## src/rtl/cct_pkg.sv

```systemverilog
package cct_pkg;

    localparam int ADDR_W = 3;
    localparam int DATA_W = 32;
    localparam int PSC_W  = 8;

    localparam logic [ADDR_W-1:0] A_CONFIG = 3'd0;
    localparam logic [ADDR_W-1:0] A_REF    = 3'd1;
    localparam logic [ADDR_W-1:0] A_COUNT  = 3'd2;
    localparam logic [ADDR_W-1:0] A_CAPT   = 3'd3;
    localparam logic [ADDR_W-1:0] A_STATUS = 3'd4;

    typedef enum logic [1:0] {
        EDGE_NONE = 2'b00,
        EDGE_RISE = 2'b01,
        EDGE_FALL = 2'b10,
        EDGE_BOTH = 2'b11
    } edge_sel_t;

    typedef enum logic [1:0] {
        OUT_LOW    = 2'b00,
        OUT_TOGGLE = 2'b01,
        OUT_PULSE  = 2'b10,
        OUT_SPARE  = 2'b11
    } out_act_t;

    typedef enum logic [1:0] {
        CH_OFF     = 2'd0,
        CH_CAPTURE = 2'd1,
        CH_COMPARE = 2'd2
    } ch_state_t;

    typedef enum logic {
        EV_IDLE     = 1'b0,
        EV_DMA_WAIT = 1'b1
    } ev_state_t;

    typedef struct packed {
        logic [PSC_W-1:0] psc;
        logic             dma_en;
        logic             irq_en;
        out_act_t         out_act;
        logic             restart;
        edge_sel_t        edge_sel;
        logic             cmp_mode;
        logic             slow;
        logic             ext_src;
        logic             run;
    } cfg_t;

    function automatic cfg_t cfg_from_word(input logic [DATA_W-1:0] w);
        cfg_t c;
        c.run      = w[0];
        c.ext_src  = w[1];
        c.slow     = w[2];
        c.cmp_mode = w[3];
        c.edge_sel = edge_sel_t'(w[5:4]);
        c.restart  = w[6];
        c.out_act  = out_act_t'(w[8:7]);
        c.irq_en   = w[9];
        c.dma_en   = w[10];
        c.psc      = w[16 +: PSC_W];
        return c;
    endfunction

    function automatic logic [DATA_W-1:0] cfg_to_word(input cfg_t c);
        logic [DATA_W-1:0] w;
        w           = '0;
        w[0]        = c.run;
        w[1]        = c.ext_src;
        w[2]        = c.slow;
        w[3]        = c.cmp_mode;
        w[5:4]      = c.edge_sel;
        w[6]        = c.restart;
        w[8:7]      = c.out_act;
        w[9]        = c.irq_en;
        w[10]       = c.dma_en;
        w[16 +: PSC_W] = c.psc;
        return w;
    endfunction

endpackage

```

## src/rtl/cct_sync_edge.sv

```systemverilog
module cct_sync_edge #(
    parameter int STAGES = 2
) (
    input  logic clk,
    input  logic rst_n,
    input  logic pin,
    output logic rise,
    output logic fall
);

    logic [STAGES-1:0] shift_q;
    logic              last_q;

    always_ff @(posedge clk or negedge rst_n) begin
        if (!rst_n) begin
            shift_q <= '0;
            last_q  <= 1'b0;
        end else begin
            shift_q <= {shift_q[STAGES-2:0], pin};
            last_q  <= shift_q[STAGES-1];
        end
    end

    assign rise = shift_q[STAGES-1] & ~last_q;
    assign fall = ~shift_q[STAGES-1] & last_q;

endmodule

```

## src/rtl/cct_tick_gen.sv

```systemverilog
module cct_tick_gen #(
    parameter int PRE_DIV = 16,
    parameter int PSC_W   = 8
) (
    input  logic             clk,
    input  logic             rst_n,
    input  logic             run,
    input  logic             ext_src,
    input  logic             slow,
    input  logic [PSC_W-1:0] psc,
    input  logic             ext_rise,
    output logic             cnt_tick
);

    localparam int PRE_W = (PRE_DIV > 1) ? $clog2(PRE_DIV) : 1;

    logic             slow_tick;
    logic             src_tick;
    logic [PSC_W-1:0] ps_q;

    generate
        if (PRE_DIV > 1) begin : g_prediv
            logic [PRE_W-1:0] pre_q;
            logic             pre_wrap;

            assign pre_wrap = (pre_q == PRE_W'(PRE_DIV - 1));

            always_ff @(posedge clk or negedge rst_n) begin
                if (!rst_n) begin
                    pre_q <= '0;
                end else if (!run || ext_src || !slow || pre_wrap) begin
                    pre_q <= '0;
                end else begin
                    pre_q <= pre_q + 1'b1;
                end
            end

            assign slow_tick = pre_wrap;
        end else begin : g_no_prediv
            assign slow_tick = 1'b1;
        end
    endgenerate

    always_comb begin
        if (!run) begin
            src_tick = 1'b0;
        end else if (ext_src) begin
            src_tick = ext_rise;
        end else if (slow) begin
            src_tick = slow_tick;
        end else begin
            src_tick = 1'b1;
        end
    end

    always_ff @(posedge clk or negedge rst_n) begin
        if (!rst_n) begin
            ps_q <= '0;
        end else if (!run) begin
            ps_q <= '0;
        end else if (src_tick) begin
            if (ps_q >= psc) begin
                ps_q <= '0;
            end else begin
                ps_q <= ps_q + 1'b1;
            end
        end
    end

    assign cnt_tick = src_tick && (ps_q >= psc);

endmodule

```

## src/rtl/cct_channel.sv

```systemverilog
module cct_channel
    import cct_pkg::*;
#(
    parameter int CNT_W = 32
) (
    input  logic             clk,
    input  logic             rst_n,
    input  logic             run,
    input  logic             cmp_mode,
    input  edge_sel_t        edge_sel,
    input  logic             restart,
    input  out_act_t         out_act,
    input  logic [CNT_W-1:0] ref_val,
    input  logic             cnt_tick,
    input  logic             cap_rise,
    input  logic             cap_fall,
    input  logic             cnt_load,
    input  logic [CNT_W-1:0] load_val,
    output logic [CNT_W-1:0] cnt_val,
    output logic [CNT_W-1:0] cap_val,
    output logic             cmp_hit,
    output logic             chan_ev,
    output logic             cmp_out
);

    ch_state_t        state_q;
    ch_state_t        state_d;
    logic [CNT_W-1:0] cnt_q;
    logic [CNT_W-1:0] cap_q;
    logic             out_q;
    logic             edge_hit;
    logic             cap_hit;
    logic             take_rise;
    logic             take_fall;

    // State register
    always_ff @(posedge clk or negedge rst_n) begin
        if (!rst_n) begin
            state_q <= CH_OFF;
        end else begin
            state_q <= state_d;
        end
    end

    // Next state: OFF when stopped, otherwise the mode picks the state
    always_comb begin
        state_d = state_q;
        unique case (state_q)
            CH_OFF: begin
                if (run) begin
                    state_d = cmp_mode ? CH_COMPARE : CH_CAPTURE;
                end
            end
            CH_CAPTURE: begin
                if (!run) begin
                    state_d = CH_OFF;
                end else if (cmp_mode) begin
                    state_d = CH_COMPARE;
                end
            end
            CH_COMPARE: begin
                if (!run) begin
                    state_d = CH_OFF;
                end else if (!cmp_mode) begin
                    state_d = CH_CAPTURE;
                end
            end
            default: state_d = CH_OFF;
        endcase
    end

    assign take_rise = (edge_sel == EDGE_RISE) || (edge_sel == EDGE_BOTH);
    assign take_fall = (edge_sel == EDGE_FALL) || (edge_sel == EDGE_BOTH);
    assign edge_hit  = (take_rise && cap_rise) || (take_fall && cap_fall);

    // Outputs of the state machine: which event the current state allows
    always_comb begin
        cap_hit = 1'b0;
        cmp_hit = 1'b0;
        unique case (state_q)
            CH_OFF:     ;
            CH_CAPTURE: cap_hit = edge_hit;
            CH_COMPARE: cmp_hit = cnt_tick && (cnt_q == ref_val);
            default:    ;
        endcase
    end

    always_ff @(posedge clk or negedge rst_n) begin
        if (!rst_n) begin
            cnt_q <= '0;
        end else if (cnt_load) begin
            cnt_q <= load_val;
        end else if (cnt_tick) begin
            if (cmp_hit && restart) begin
                cnt_q <= '0;
            end else begin
                cnt_q <= cnt_q + 1'b1;
            end
        end
    end

    always_ff @(posedge clk or negedge rst_n) begin
        if (!rst_n) begin
            cap_q <= '0;
        end else if (cap_hit) begin
            cap_q <= cnt_q;
        end
    end

    always_ff @(posedge clk or negedge rst_n) begin
        if (!rst_n) begin
            out_q <= 1'b0;
        end else begin
            unique case (out_act)
                OUT_TOGGLE: out_q <= cmp_hit ? ~out_q : out_q;
                OUT_PULSE:  out_q <= cmp_hit;
                OUT_LOW,
                OUT_SPARE:  out_q <= 1'b0;
                default:    out_q <= 1'b0;
            endcase
        end
    end

    assign cnt_val = cnt_q;
    assign cap_val = cap_q;
    assign chan_ev = cap_hit | cmp_hit;
    assign cmp_out = out_q;

endmodule

```

## src/rtl/cct_event.sv

```systemverilog
module cct_event
    import cct_pkg::*;
(
    input  logic clk,
    input  logic rst_n,
    input  logic chan_ev,
    input  logic irq_en,
    input  logic dma_en,
    input  logic flag_clr,
    input  logic dma_ack,
    output logic flag,
    output logic irq,
    output logic dma_req
);

    ev_state_t state_q;
    ev_state_t state_d;
    logic      flag_q;
    logic      ack_taken;

    always_ff @(posedge clk or negedge rst_n) begin
        if (!rst_n) begin
            state_q <= EV_IDLE;
        end else begin
            state_q <= state_d;
        end
    end

    always_comb begin
        state_d   = state_q;
        ack_taken = 1'b0;
        unique case (state_q)
            EV_IDLE: begin
                if (chan_ev && dma_en) begin
                    state_d = EV_DMA_WAIT;
                end
            end
            EV_DMA_WAIT: begin
                ack_taken = dma_ack;
                if (dma_ack && !chan_ev) begin
                    state_d = EV_IDLE;
                end
            end
            default: state_d = EV_IDLE;
        endcase
    end

    always_ff @(posedge clk or negedge rst_n) begin
        if (!rst_n) begin
            flag_q <= 1'b0;
        end else if (chan_ev) begin
            flag_q <= 1'b1;
        end else if (flag_clr || ack_taken) begin
            flag_q <= 1'b0;
        end
    end

    assign flag    = flag_q;
    assign irq     = flag_q && irq_en && !dma_en;
    assign dma_req = (state_q == EV_DMA_WAIT);

endmodule

```

## src/rtl/cct_timer.sv

```systemverilog
module cct_timer
    import cct_pkg::*;
#(
    parameter int CNT_W       = 32,
    parameter int PRE_DIV     = 16,
    parameter int SYNC_STAGES = 2
) (
    input  logic              clk,
    input  logic              rst_n,
    input  logic              bus_we,
    input  logic [ADDR_W-1:0] bus_addr,
    input  logic [DATA_W-1:0] bus_wdata,
    output logic [DATA_W-1:0] bus_rdata,
    input  logic              ext_clk_pin,
    input  logic              cap_pin,
    output logic              cmp_out,
    output logic              irq,
    output logic              dma_req,
    input  logic              dma_ack
);

    cfg_t             cfg_q;
    logic [CNT_W-1:0] ref_q;
    logic [CNT_W-1:0] cnt_val;
    logic [CNT_W-1:0] cap_val;
    logic             ext_rise;
    logic             ext_fall;
    logic             cap_rise;
    logic             cap_fall;
    logic             cnt_tick;
    logic             cnt_load;
    logic             stat_clr;
    logic             cmp_hit;
    logic             chan_ev;
    logic             flag;
    logic             cfg_run;
    logic             cfg_restart;
    logic             cfg_dma_en;
    logic             cfg_pulse;

    assign cnt_load    = bus_we && (bus_addr == A_COUNT);
    assign stat_clr    = bus_we && (bus_addr == A_STATUS) && bus_wdata[0];
    assign cfg_run     = cfg_q.run;
    assign cfg_restart = cfg_q.restart;
    assign cfg_dma_en  = cfg_q.dma_en;
    assign cfg_pulse   = (cfg_q.out_act == OUT_PULSE);

    always_ff @(posedge clk or negedge rst_n) begin
        if (!rst_n) begin
            cfg_q <= cfg_from_word('0);
            ref_q <= '0;
        end else if (bus_we) begin
            if (bus_addr == A_CONFIG) begin
                cfg_q <= cfg_from_word(bus_wdata);
            end
            if (bus_addr == A_REF) begin
                ref_q <= bus_wdata[CNT_W-1:0];
            end
        end
    end

    always_comb begin
        bus_rdata = '0;
        case (bus_addr)
            A_CONFIG: bus_rdata = cfg_to_word(cfg_q);
            A_REF:    bus_rdata[CNT_W-1:0] = ref_q;
            A_COUNT:  bus_rdata[CNT_W-1:0] = cnt_val;
            A_CAPT:   bus_rdata[CNT_W-1:0] = cap_val;
            A_STATUS: bus_rdata[0] = flag;
            default:  bus_rdata = '0;
        endcase
    end

    cct_sync_edge #(.STAGES(SYNC_STAGES)) u_ext_sync (
        .clk  (clk),
        .rst_n(rst_n),
        .pin  (ext_clk_pin),
        .rise (ext_rise),
        .fall (ext_fall)
    );

    cct_sync_edge #(.STAGES(SYNC_STAGES)) u_cap_sync (
        .clk  (clk),
        .rst_n(rst_n),
        .pin  (cap_pin),
        .rise (cap_rise),
        .fall (cap_fall)
    );

    cct_tick_gen #(.PRE_DIV(PRE_DIV), .PSC_W(PSC_W)) u_tick (
        .clk     (clk),
        .rst_n   (rst_n),
        .run     (cfg_q.run),
        .ext_src (cfg_q.ext_src),
        .slow    (cfg_q.slow),
        .psc     (cfg_q.psc),
        .ext_rise(ext_rise),
        .cnt_tick(cnt_tick)
    );

    cct_channel #(.CNT_W(CNT_W)) u_chan (
        .clk     (clk),
        .rst_n   (rst_n),
        .run     (cfg_q.run),
        .cmp_mode(cfg_q.cmp_mode),
        .edge_sel(cfg_q.edge_sel),
        .restart (cfg_q.restart),
        .out_act (cfg_q.out_act),
        .ref_val (ref_q),
        .cnt_tick(cnt_tick),
        .cap_rise(cap_rise),
        .cap_fall(cap_fall),
        .cnt_load(cnt_load),
        .load_val(bus_wdata[CNT_W-1:0]),
        .cnt_val (cnt_val),
        .cap_val (cap_val),
        .cmp_hit (cmp_hit),
        .chan_ev (chan_ev),
        .cmp_out (cmp_out)
    );

    cct_event u_event (
        .clk     (clk),
        .rst_n   (rst_n),
        .chan_ev (chan_ev),
        .irq_en  (cfg_q.irq_en),
        .dma_en  (cfg_q.dma_en),
        .flag_clr(stat_clr),
        .dma_ack (dma_ack),
        .flag    (flag),
        .irq     (irq),
        .dma_req (dma_req)
    );

endmodule

```

## config.mk

```make
export PLATFORM = sky130hd
export DESIGN_NAME = cct_timer
export DESIGN_NICKNAME = d
export VERILOG_FILES = /design/src/rtl/cct_pkg.sv /design/src/rtl/cct_sync_edge.sv /design/src/rtl/cct_tick_gen.sv /design/src/rtl/cct_channel.sv /design/src/rtl/cct_event.sv /design/src/rtl/cct_timer.sv
export SDC_FILE = /design/constraint.sdc
export NUM_CORES = 1
export LEC_CHECK = 0
export ABC_AREA = 1
export BUFFER_PORTS_ARGS = -buffer_cell sky130_fd_sc_hd__buf_4
export CORE_MARGIN = 10
export CORE_UTILIZATION = 40
export CTS_BUF_LIST = sky130_fd_sc_hd__clkbuf_8
export CTS_CLUSTER_SIZE = 25
export DETAILED_ROUTE_END_ITERATION = 8
export GPL_TIMING_DRIVEN = 0
export PLACE_DENSITY = 0.61
export SLEW_MARGIN = 20
export SYNTH_ARGS = -nofsm -noshare
export SYNTH_HDL_FRONTEND = slang
export SYNTH_SLANG_ARGS = --single-unit
```

## constraint.sdc

```tcl
create_clock -name clk -period 3.2 [get_ports clk]
set_input_delay 0.64 -clock clk [delete_from_list [all_inputs] [get_ports clk]]
set_output_delay 0.64 -clock clk [all_outputs]
set_load 0.05 [all_outputs]
```

After elaboration in Yosys (flattened, before gate mapping)
Index checks and enable logic that the tools add are counted.
- register bits after elaboration: 138
- input bits: 41
- output and inout port bits: 35
- logic and storage cells: 116
- $add $sub $neg: 3
- order comparisons: 1
- equality and inequality tests: 19
- mux-type cells: 29
- bitwise gates (word level): 9
- reductions and logical operators: 32
- operators by type and width (kind ; count):
    31-bit one-hot mux with 4 select lines ; 1
    32-bit 2-to-1 mux ; 3
    32-bit by 1-bit adder with 32-bit output, second input constant ; 1
    32-bit == test ; 1
    8-bit 2-to-1 mux ; 3
    1-bit logical AND ; 12
    2-bit 2-to-1 mux ; 6
    1-bit 2-to-1 mux ; 11
    2-bit == test, second input constant ; 5
    8-bit by 1-bit adder with 8-bit output, second input constant ; 1
    8-bit greater-or-equal comparator ; 1
    1-bit logical OR ; 7
    2-bit by 1-bit == test with 1-bit output, second input constant ; 3
    3-bit by 2-bit == test with 1-bit output, second input constant ; 2
    3-bit inequality test, second input constant ; 2
    2-bit one-hot mux with 3 select lines ; 1
    1-bit NOT ; 5
    1-bit one-hot mux with 5 select lines ; 1
    4-bit by 1-bit adder with 4-bit output, second input constant ; 1
    4-bit == test, second input constant ; 1
    1-bit zero test ; 4
    2-bit zero test ; 2
    4-bit 2-to-1 mux ; 1
    2-bit by 1-bit inequality test with 1-bit output, second input constant ; 2
    other kinds (12) ; 16

Logic depth before layout (Yosys ltp)
Gate-level depths: netlist of run 1.
- depth after elaboration: 12
- gate-level depth with buffers: 15

Hierarchy
From an unflattened synthesis of run 1, not the netlist that was laid out.
- cell total of the unflattened synthesis: 1309
- area, all modules: 8828.5 µm²
- modules (own cells, without submodules) (module ; instances ; cells each ; area an instance (µm²) ; sequential area each (µm²)):
    cct_channel ; 1 ; 667 ; 4514.3 ; 1676.6
    cct_timer ; 1 ; 492 ; 3105.5 ; 1276.2
    cct_tick_gen ; 1 ; 123 ; 934.6 ; 300.3
    cct_sync_edge ; 2 ; 7 ; 90.1 ; 75.1
    cct_event ; 1 ; 13 ; 93.8 ; 50.0

Worst setup path after synthesis of run 1
No wires, ideal clock.
- path kind: input-to-output
- start point: input bus_addr[1]
- end point: output bus_rdata[0]
- arrival: 2.338 ns
- data required time: 2.560 ns
- setup slack: 0.222 ns
- cell stages on the path: 6
- path buffers: 2
- path through: buf_2 -> inv_2 -> nor3_4 -> inv_1 -> clkbuf_1 -> o221ai_1
- cells in the longest elaborated chain, start to end: 2
- ends and longest elaborated chain (item ; RTL line ; source):
    start, declared ; cct_timer.sv:11 ; input logic [ADDR_W-1:0] bus_addr,
    3-bit == test (tied with other cells) ; cct_timer.sv:64 ; case (bus_addr)
    1-bit one-hot mux with 5 select lines * ; cct_timer.sv:64 ;
    end, declared ; cct_timer.sv:13 ; output logic [DATA_W-1:0] bus_rdata,
Mark *: on every way between the ends. The rest lies on a longest branch, timed or not.

Final worst setup path of run 1
- start point: input bus_addr[0]
- end point: output bus_rdata[7]
- cells in the longest elaborated chain, start to end: 2
- ends and longest elaborated chain (item ; RTL line):
    3-bit by 2-bit == test with 1-bit output (tied with other cells) ; cct_timer.sv:64
    31-bit one-hot mux with 4 select lines * ; cct_timer.sv:64
Marked as above.

==> load_flow_metrics.sql, run 1 <==
INSERT INTO impl_metrics (metric_group, metric, value, unit) VALUES
('synthesis', 'synth_area', '8200', 'um2'),
('final_layout', 'most_used_cells_in_the_layout_excluding_fill_and_tap_cells', 'sky130_fd_sc_hd__nand2_1 (367), sky130_fd_sc_hd__inv_1 (151), sky130_fd_sc_hd__dfrtp_1 (138)', ''),
('sta', 'hold_viol_final', '0', ''),
('sta', 'report.final.setup_viol', '0', ''),
('die', 'die_y', '163', 'um'),
('synthesis', 'netlist-cell-type-count', '35', ''),
('synthesis', 'synth-compound-area-share', '12.7', '%'),
('synthesis', 'post_synth_and_or_nand_nor_area_fraction', '29.2', '%'),
('worst_setup_path', 'timing.critical_path.cells', 'buf_4, inv_1, nor2_2, nand2_1, buf_2, buf_2, o2111ai_1, buf_4', ''),
('detailed_routing', 'vias_per_cell', '5.38', ''),
('worst_setup_path', 'regToRegSetupSlack', '870', 'ps'),
('sta', 'tns', '0', 'ps'),
('synthesis', 'synth-main-ff-cell', 'sky130_fd_sc_hd__dfrtp_1', ''),
('clocking', 'cts_made_buffers', '17', ''),
('worst_setup_path', 'critical_path.slowest_cell', 'sky130_fd_sc_hd__o2111ai_1', ''),
('sta', 'min_period', '3130', 'ps'),
('final_layout', 'layoutNonFillerInstCount', '1523', ''),
('synthesis', 'yosys_register_bits', '138', ''),
('worst_setup_path', 'crit_path_max_fanout', '10', ''),
('detailed_routing', 'drt-wirelength-per-cell', '20.2', 'um'),
('synthesis', 'synth_xor_xnor_area_share', '3.63', '%'),
('grt', 'grt.met1_usage', '31.5', '%'),
('grt', 'grt_remaining_overflow', '0', ''),
('pwr', 'max-vdd-ir-drop', '0.282', 'mV'),
('synthesis', 'synth_top_family_by_area', 'simple AND/OR/NAND/NOR gates', ''),
('worst_setup_path', 'path_buf_inv', '5', ''),
('grt', 'grt_start_max_net_pins', '88', ''),
('run_status', 'outcome', 'finished, final reports clean', ''),
('run', 'max_cap_violations', '0', ''),
('final_layout', 'mostFrequentLayoutCell', 'sky130_fd_sc_hd__nand2_1', ''),
('synthesis', 'netlist_instances', '1145', ''),
('synthesis', 'synthesis.area_per_instance', '7.16', 'um2'),
('worst_setup_path', 'crit_required', '2560', 'ps'),
('detailed_routing', 'dr_total_vias', '8196', ''),
('place', 'detailed_place.area', '9130', 'um2'),
('pwr', 'power.density', '715', 'nW/um2'),
('worst_setup_path', 'cp-start-kind', 'input pin', ''),
('place', 'port_buffers', '74', ''),
('worst_setup_path', 'endpoint_class_of_the_critical_path', 'output pin', ''),
('place', 'hpwl', '23200', 'um'),
('sta', 'slew_viol_final', '0', ''),
('die', 'pin_count', '76', ''),
('worst_setup_path', 'critPathKind', 'input pin to output pin', ''),
('grt', 'grt_util_all_layers', '23.1', '%'),
('synthesis', 'yosys.area_share.adder', '1.68', '%'),
('final_layout', 'final_nets', '1292', ''),
('die', 'initial_utilization', '40.5', '%'),
('clocking', 'clk_pin_slew', '90', 'ps'),
('sta', 'worst_slew_pin_slew', '889', 'ps'),
('sta', 'final_min_period_over_clock_period', '97.9', '%'),
('synthesis', 'ys_warn_count', '0', ''),
('grt', 'grt_antenna_before_repair', '0', ''),
('detailed_routing', 'remaining_drc_errors', '0', ''),
('final_layout', 'antenna_cells', '0', ''),
('pwr', 'static_power_due_to_leakage', '4.67', 'nW'),
('die', 'placeableCoreArea', '20200', 'um2'),
('synthesis', 'synthesis.nets', '1197', ''),
('final_layout', 'finalInstanceArea', '9550', 'um2'),
('detailed_routing', 'drt_iter0_drc', '878', ''),
('sta', 'timing.slew.headroom', '40.7', '%'),
('clocking', 'cts_root_buffer', 'sky130_fd_sc_hd__clkbuf_8', ''),
('detailed_routing', 'final_wirelength', '30700', 'um'),
('clocking', 'cts_sinks', '138', ''),
('final_layout', 'areaGrowthSynthToFinish', '16.5', '%'),
('sta', 'grt_setup_unrepaired', 'false', ''),
('place', 'routabilityCongestion', '0.967', ''),
('worst_setup_path', 'worst_path_dominant_cell_family', 'buffers and inverters', ''),
('grt', 'grt_pass1_vias', '7916', ''),
('grt', 'use_met2', '35.3', '%'),
('worst_setup_path', 'critPathArrivalTime', '2490', 'ps'),
('sta', 'post_route_clock_skew', '16.5', 'ps');
## registers in the layout, indices dropped and copies added, names as in the netlist, 2 cells and up
| name | count |
|---|---|
| u_chan.cnt_val | 32 |
| u_ext_sync.shift_q | 2 |
| u_tick.g_prediv.pre_q | 4 |
| u_chan.state_q | 2 |
| ref_q | 32 |
| cfg_q | 16 |
| u_chan.cap_val | 32 |
| u_cap_sync.shift_q | 2 |
| u_tick.ps_q | 8 |
## final timing paths
path	startpoint	endpoint	cells after the start
setup / recovery	bus_addr[0]	bus_rdata[7]	8
hold / removal	rst_n	u_tick.g_prediv.pre_q[1]	1
setup reg to reg	u_tick.ps_q[0]	u_chan.cnt_val[18]	14
hold reg to reg	u_cap_sync.shift_q[0]	u_cap_sync.shift_q[1]	0
max in group asynchronous	rst_n	ref_q[22]	2
min in group clk	ext_clk_pin	u_ext_sync.shift_q[0]	1
## area by class of cell
type	count	area [um2]
Sequential cell	138	3450
Timing Repair Buffer	77	606
Clock buffer	18	248
Inverter	173	649
Multi-Input combinational cell	789	3880
Tap cell	270	338
Clock inverter	14	161
Fill cell	2160	10700
Buffer	44	216
## per-stage QoR
stage / total power [W] / utilization, % / hold slack (ps)
floorplan: 0.00437 / - / 331
global placement: 0.00522 / 44.9 / 336
global route: 0.00727 / 47.2 / 75.9
finish: 0.00683 / 47.2 / 65.2
CTS: 0.00679 / 47.2 / 80.2
detailed placement: 0.00527 / 45.1 / 338
## worst register-to-register path: cells and delay by family (launching register included)
kind / cells / cell delay, ps
compound gates: 1 / 190
fa+ha+maj: 1 / 250
buf+inv: 3 / 450
flops: 1 / 400
simple gates: 9 / 990
## repair_timing
| action | CTS | global route |
|---|---|---|
| pin swaps | 1 | 0 |
| hold endpoints to repair | 0 | 0 |
| gates cloned | 0 | 0 |
| setup buffers | 2 | 0 |
| resized for setup | 1 | 0 |
| endpoints found under the setup margin | 14 | 2 |
| hold buffers | 0 | 0 |
## power breakdown
| part | leakage (nW) | switching, W | internal [W] | total [W] |
|---|---|---|---|---|
| combinational | 2.71 | 0.00172 | 0.000809 | 0.00253 |
| sequential | 1.76 | 0.000531 | 0.00224 | 0.00277 |
| clock | 0.202 | 0.000791 | 0.000729 | 0.00152 |
| total | 4.67 | 0.00305 | 0.00378 | 0.00683 |
## synthesized netlist by cell type (8+ instances only)
master	instances	area share [%]
sky130_fd_sc_hd__a21oi_1	8	0.49
sky130_fd_sc_hd__buf_2	13	0.79
sky130_fd_sc_hd__clkbuf_1	24	1.1
sky130_fd_sc_hd__dfrtp_1	138	42
sky130_fd_sc_hd__ha_1	11	1.7
sky130_fd_sc_hd__inv_1	151	6.9
sky130_fd_sc_hd__inv_2	22	1.0
sky130_fd_sc_hd__nand2_1	367	17
sky130_fd_sc_hd__nand3_1	57	3.5
sky130_fd_sc_hd__nand4_1	18	1.4
sky130_fd_sc_hd__nor2_1	90	4.1
sky130_fd_sc_hd__nor3_1	18	1.1
sky130_fd_sc_hd__o2111ai_1	18	1.9
sky130_fd_sc_hd__o21ai_0	69	4.2
sky130_fd_sc_hd__o21ai_1	19	1.2
sky130_fd_sc_hd__o221ai_1	12	1.3
sky130_fd_sc_hd__o22ai_1	39	3.0
sky130_fd_sc_hd__xor2_1	28	3.0
## logic make-up (layout without fill, tap and decap cells)
kind of cell,count (synthesis),in the layout
AND/OR/NAND/NOR,573,573
flip-flops,138,138
buffers and inverters,218,326
adder cells (fa/ha/maj),11,11
XOR/XNOR,34,34
AO/OA/AOI/OAI,171,171
## per-layer routing
metal  up-vias  part of all wire, %
met5         -                    0
met4         0                  2.3
met3        59                  8.6
met2       364                   45
met1      3906                   44
li1       3867                    -
No activity file was read; power rests on OpenSTA's default activity.
==> inputs of run 2 (changes only) <==
- ABC_AREA: 1 -> default
- PLACE_DENSITY: 0.61 -> 0.62
==> run 2 against run 1 <==
Setup slack better by 61 ps. Global-route usage down 4.1 points. Design area down 7.1%. Utilization up 0.41 points. Power down 14%. Routed wire length down 24%. Clock power about the same. Critical path depth down 1. Via count down 24%. First-iteration DRC count down 27%. Sequential cell count unchanged. Critical endpoint is now bus_rdata[9]. Largest cell class unchanged. Highest routed layer unchanged.
==> load_flow_metrics.sql, run 2 <==
INSERT INTO impl_metrics (metric_group, metric, value, unit) VALUES
('worst_setup_path', 'cp-start-kind', 'input pin', ''),
('run', 'max_cap_violations', '0', ''),
('detailed_routing', 'remaining_drc_errors', '0', ''),
('sta', 'final_critical_path_setup_slack', '127', 'ps'),
('synthesis', 'yosysTopAreaCell', 'sky130_fd_sc_hd__dfrtp_1', ''),
('detailed_routing', 'vias_per_cell', '5.81', ''),
('sta', 'hold_viol_final', '0', ''),
('sta', 'maxClockFrequency', '0.325', 'GHz'),
('worst_setup_path', 'endpoint_class_of_the_critical_path', 'output pin', ''),
('worst_setup_path', 'r2r_end', 'u_chan.cnt_val[4]', ''),
('synthesis', 'synth_top_area_share', '45.7', '%'),
('final_layout', 'multi_input_gate_area', '3790', 'um2'),
('synthesis', 'netlist-cell-type-count', '57', ''),
('grt', 'grt_util_all_layers', '19.1', '%'),
('sta', 'grt_setup_unrepaired', 'false', ''),
('die', 'placeableCoreArea', '18600', 'um2'),
('synthesis', 'synthesis.nets', '786', ''),
('place', 'routabilityCongestion', '0.889', ''),
('final_layout', 'final_nets', '878', ''),
('sta', 'worst_slew_pin_slew', '843', 'ps'),
('synthesis', 'ys_async_sr_fraction', '100', '%'),
('synthesis', 'synthesis.area_per_instance', '10.3', 'um2'),
('detailed_routing', 'dr_total_vias', '6228', ''),
('synthesis', 'yosys.cell_count.top_type', 'sky130_fd_sc_hd__dfrtp_1', ''),
('place', 'detailed_place.area', '8450', 'um2'),
('sta', 'final_min_period_over_clock_period', '96.0', '%'),
('worst_setup_path', 'regToRegSetupSlack', '180', 'ps'),
('worst_setup_path', 'r2r_cells', '9', ''),
('sta', 'min_period', '3070', 'ps'),
('synthesis', 'synth-main-ff-cell', 'sky130_fd_sc_hd__dfrtp_1', ''),
('place', 'hpwl', '16800', 'um'),
('worst_setup_path', 'crit_required', '2560', 'ps'),
('sta', 'tns', '0', 'ps'),
('die', 'die_y', '157', 'um'),
('synthesis', 'synth.top_cells.by_area', 'sky130_fd_sc_hd__dfrtp_1 (46%), sky130_fd_sc_hd__mux2_2 (13%), sky130_fd_sc_hd__o21ai_0 (3.6%), sky130_fd_sc_hd__nor2_1 (3.2%), sky130_fd_sc_hd__xor2_1 (3.0%)', ''),
('detailed_routing', 'routed-wl-met3', '1630', 'um'),
('sta', 'report.final.setup_viol', '0', ''),
('clocking', 'clockBufferDepth', '2', ''),
('sta', 'post_route_clock_skew', '12.1', 'ps'),
('pwr', 'static_power_due_to_leakage', '3.78', 'nW'),
('final_layout', 'areaGrowthSynthToFinish', '17.4', '%'),
('final_layout', 'fraction_of_final_layout_cells_sized_beyond_drive_strength_1', '27.6', '%'),
('grt', 'grt_pass1_vias', '6055', ''),
('grt', 'grt_remaining_overflow', '0', ''),
('synthesis', 'netlist_instances', '734', ''),
('pwr', 'power.density', '664', 'nW/um2'),
('final_layout', 'finalInstanceArea', '8880', 'um2'),
('synthesis', 'synthTopCellsByCount', 'sky130_fd_sc_hd__dfrtp_1 (138), sky130_fd_sc_hd__mux2_2 (86), sky130_fd_sc_hd__nor2_1 (65), sky130_fd_sc_hd__o21ai_0 (54), sky130_fd_sc_hd__nand2_1 (44)', ''),
('detailed_routing', 'met1Wirelength', '10900', 'um'),
('detailed_routing', 'highest_layer', 'met4', ''),
('detailed_routing', 'firstDrtPassIters', '6', ''),
('synthesis', 'yosys_register_bits', '138', ''),
('die', 'chipWidth', '157', 'um'),
('clocking', 'cts_htree_levels', '4', ''),
('die', 'die_area', '24800', 'um2'),
('clocking', 'cts_root_buffer', 'sky130_fd_sc_hd__clkbuf_8', ''),
('worst_setup_path', 'timing.rr.start', 'u_tick.ps_q[0]', ''),
('min_path', 'hold_class', 'input pin to asynchronous set/reset pin', ''),
('pwr', 'max-vdd-ir-drop', '0.270', 'mV'),
('synthesis', 'synth-edff-count', '0', ''),
('grt', 'grt_first_pass_wirelength', '36200', 'um'),
('die', 'pin_count', '76', ''),
('sta', 'worst_hold_slack', '116', 'ps'),
('clocking', 'cts_setup_buffers', '0', ''),
('die', 'floorplan.rows', '50', ''),
('grt', 'grt_start_max_net_pins', '75', ''),
('detailed_routing', 'dr_wl_met2', '10400', 'um'),
('clocking', 'tritoncts', 'yes', ''),
('synthesis', 'synth_area', '7560', 'um2'),
('detailed_routing', 'postRouteAntennaNets', '0', ''),
('sta', 'timing.slew.headroom', '43.8', '%'),
('final_layout', 'most_used_cells_in_the_layout_excluding_fill_and_tap_cells', 'sky130_fd_sc_hd__dfrtp_1 (138), sky130_fd_sc_hd__mux2_2 (86), sky130_fd_sc_hd__buf_4 (75)', ''),
('grt', 'grt_antenna_before_repair', '0', ''),
('sta', 'slew_viol_final', '0', ''),
('clocking', 'clk_pin_slew', '70', 'ps'),
('worst_setup_path', 'critPathKind', 'input pin to output pin', ''),
('detailed_routing', 'final_wirelength', '23300', 'um'),
('die', 'initial_utilization', '40.6', '%'),
('detailed_routing', 'drt_iter0_drc', '644', ''),
('synthesis', 'ys_warn_count', '0', ''),
('final_layout', 'antenna_cells', '0', ''),
('detailed_routing', 'drt-wirelength-per-cell', '21.7', 'um'),
('final_layout', 'mostFrequentLayoutCell', 'sky130_fd_sc_hd__dfrtp_1', ''),
('run_status', 'outcome', 'finished, final reports clean', ''),
('final_layout', 'seq_area', '3450', 'um2'),
('place', 'port_buffers', '73', ''),
('worst_setup_path', 'crit_path_max_fanout', '10', ''),
('clocking', 'cts_made_buffers', '17', ''),
('place', 'placement.setup.worst_slack', '-326', 'ps'),
('clocking', 'clkLatencyLatePin', '460', 'ps'),
('worst_setup_path', 'critPathArrivalTime', '2430', 'ps'),
('synthesis', 'ys_seq_area_share', '45.7', '%'),
('clocking', 'cts_sinks', '138', ''),
('final_layout', 'fillerInstances', '1772', '');
run 2: worst max path at each step:
stage	start	cells past startpoint	end	slack, ps
2_1_floorplan	bus_addr[1]	4	bus_rdata[10]	310
3_3_place_gp	bus_addr[1]	5	bus_rdata[10]	-850
3_5_place_dp	bus_addr[2]	8	bus_rdata[9]	-330
4_1_cts	bus_addr[1]	6	bus_rdata[10]	20
5_1_grt	bus_addr[2]	7	bus_rdata[9]	40
6_report	bus_addr[2]	7	bus_rdata[9]	130
run 2: cell families after synthesis:
| group | count (synthesis) | share of synthesized area (%) |
|---|---|---|
| adder cells (fa/ha/maj) | 11 | 1.82 |
| multiplexers | 87 | 13.1 |
| XOR/XNOR | 33 | 3.82 |
| AND/OR/NAND/NOR | 223 | 16.0 |
| flip-flops | 138 | 45.7 |
| buffers and inverters | 72 | 4.30 |
| AO/OA/AOI/OAI | 170 | 15.3 |
run 2: critical path: stages:
cell and delay, ps:
sky130_fd_sc_hd__buf_4 90, sky130_fd_sc_hd__clkbuf_1 310, sky130_fd_sc_hd__and3b_2 360, sky130_fd_sc_hd__clkbuf_2 270, sky130_fd_sc_hd__a22o_1 220, sky130_fd_sc_hd__a221o_1 310
sky130_fd_sc_hd__buf_4 210
run 2: area by class of cell:
cell class              count  area share (%)
multi-input cells         524            42.7
clock inverters            12            1.78
repair buffers             75            6.70
clock buffers              19            2.95
inverters                  19           0.803
well taps                 234            3.30
plain buffers              51            2.85
flip-flops and latches    138            38.9
run 2: report_power, final:
group          leakage [nW]  internal (W)  switching [W]  total (W)
Combinational          1.93      0.000788       0.000993    0.00178
Sequential             1.63       0.00220       0.000363    0.00256
Clock                 0.226      0.000871       0.000681    0.00155
run 2: metrics by stage:
| step | instances | power, W | util, % |
|---|---|---|---|
| 2_1_floorplan | 734 | 0.00377 | - |
| 3_3_place_gp | 1041 | 0.00431 | 45.1 |
| 3_5_place_dp | 1043 | 0.00436 | 45.3 |
| 4_1_cts | 1073 | 0.00590 | 47.6 |
| 5_1_grt | 1072 | 0.00622 | 47.6 |
| 6_report | 1072 | 0.00589 | 47.6 |
run 2: repair_timing:
item	CTS	global route
endpoints found under the setup margin	10	27
resized for setup	3	9
hold buffers	0	0
run 2: routing by layer:
metal	GRT usage (%)	vias up
met5	0	-
met4	4.67	0
met3	4.42	23
met2	28.6	209
met1	27.1	3125
li1	-	2871
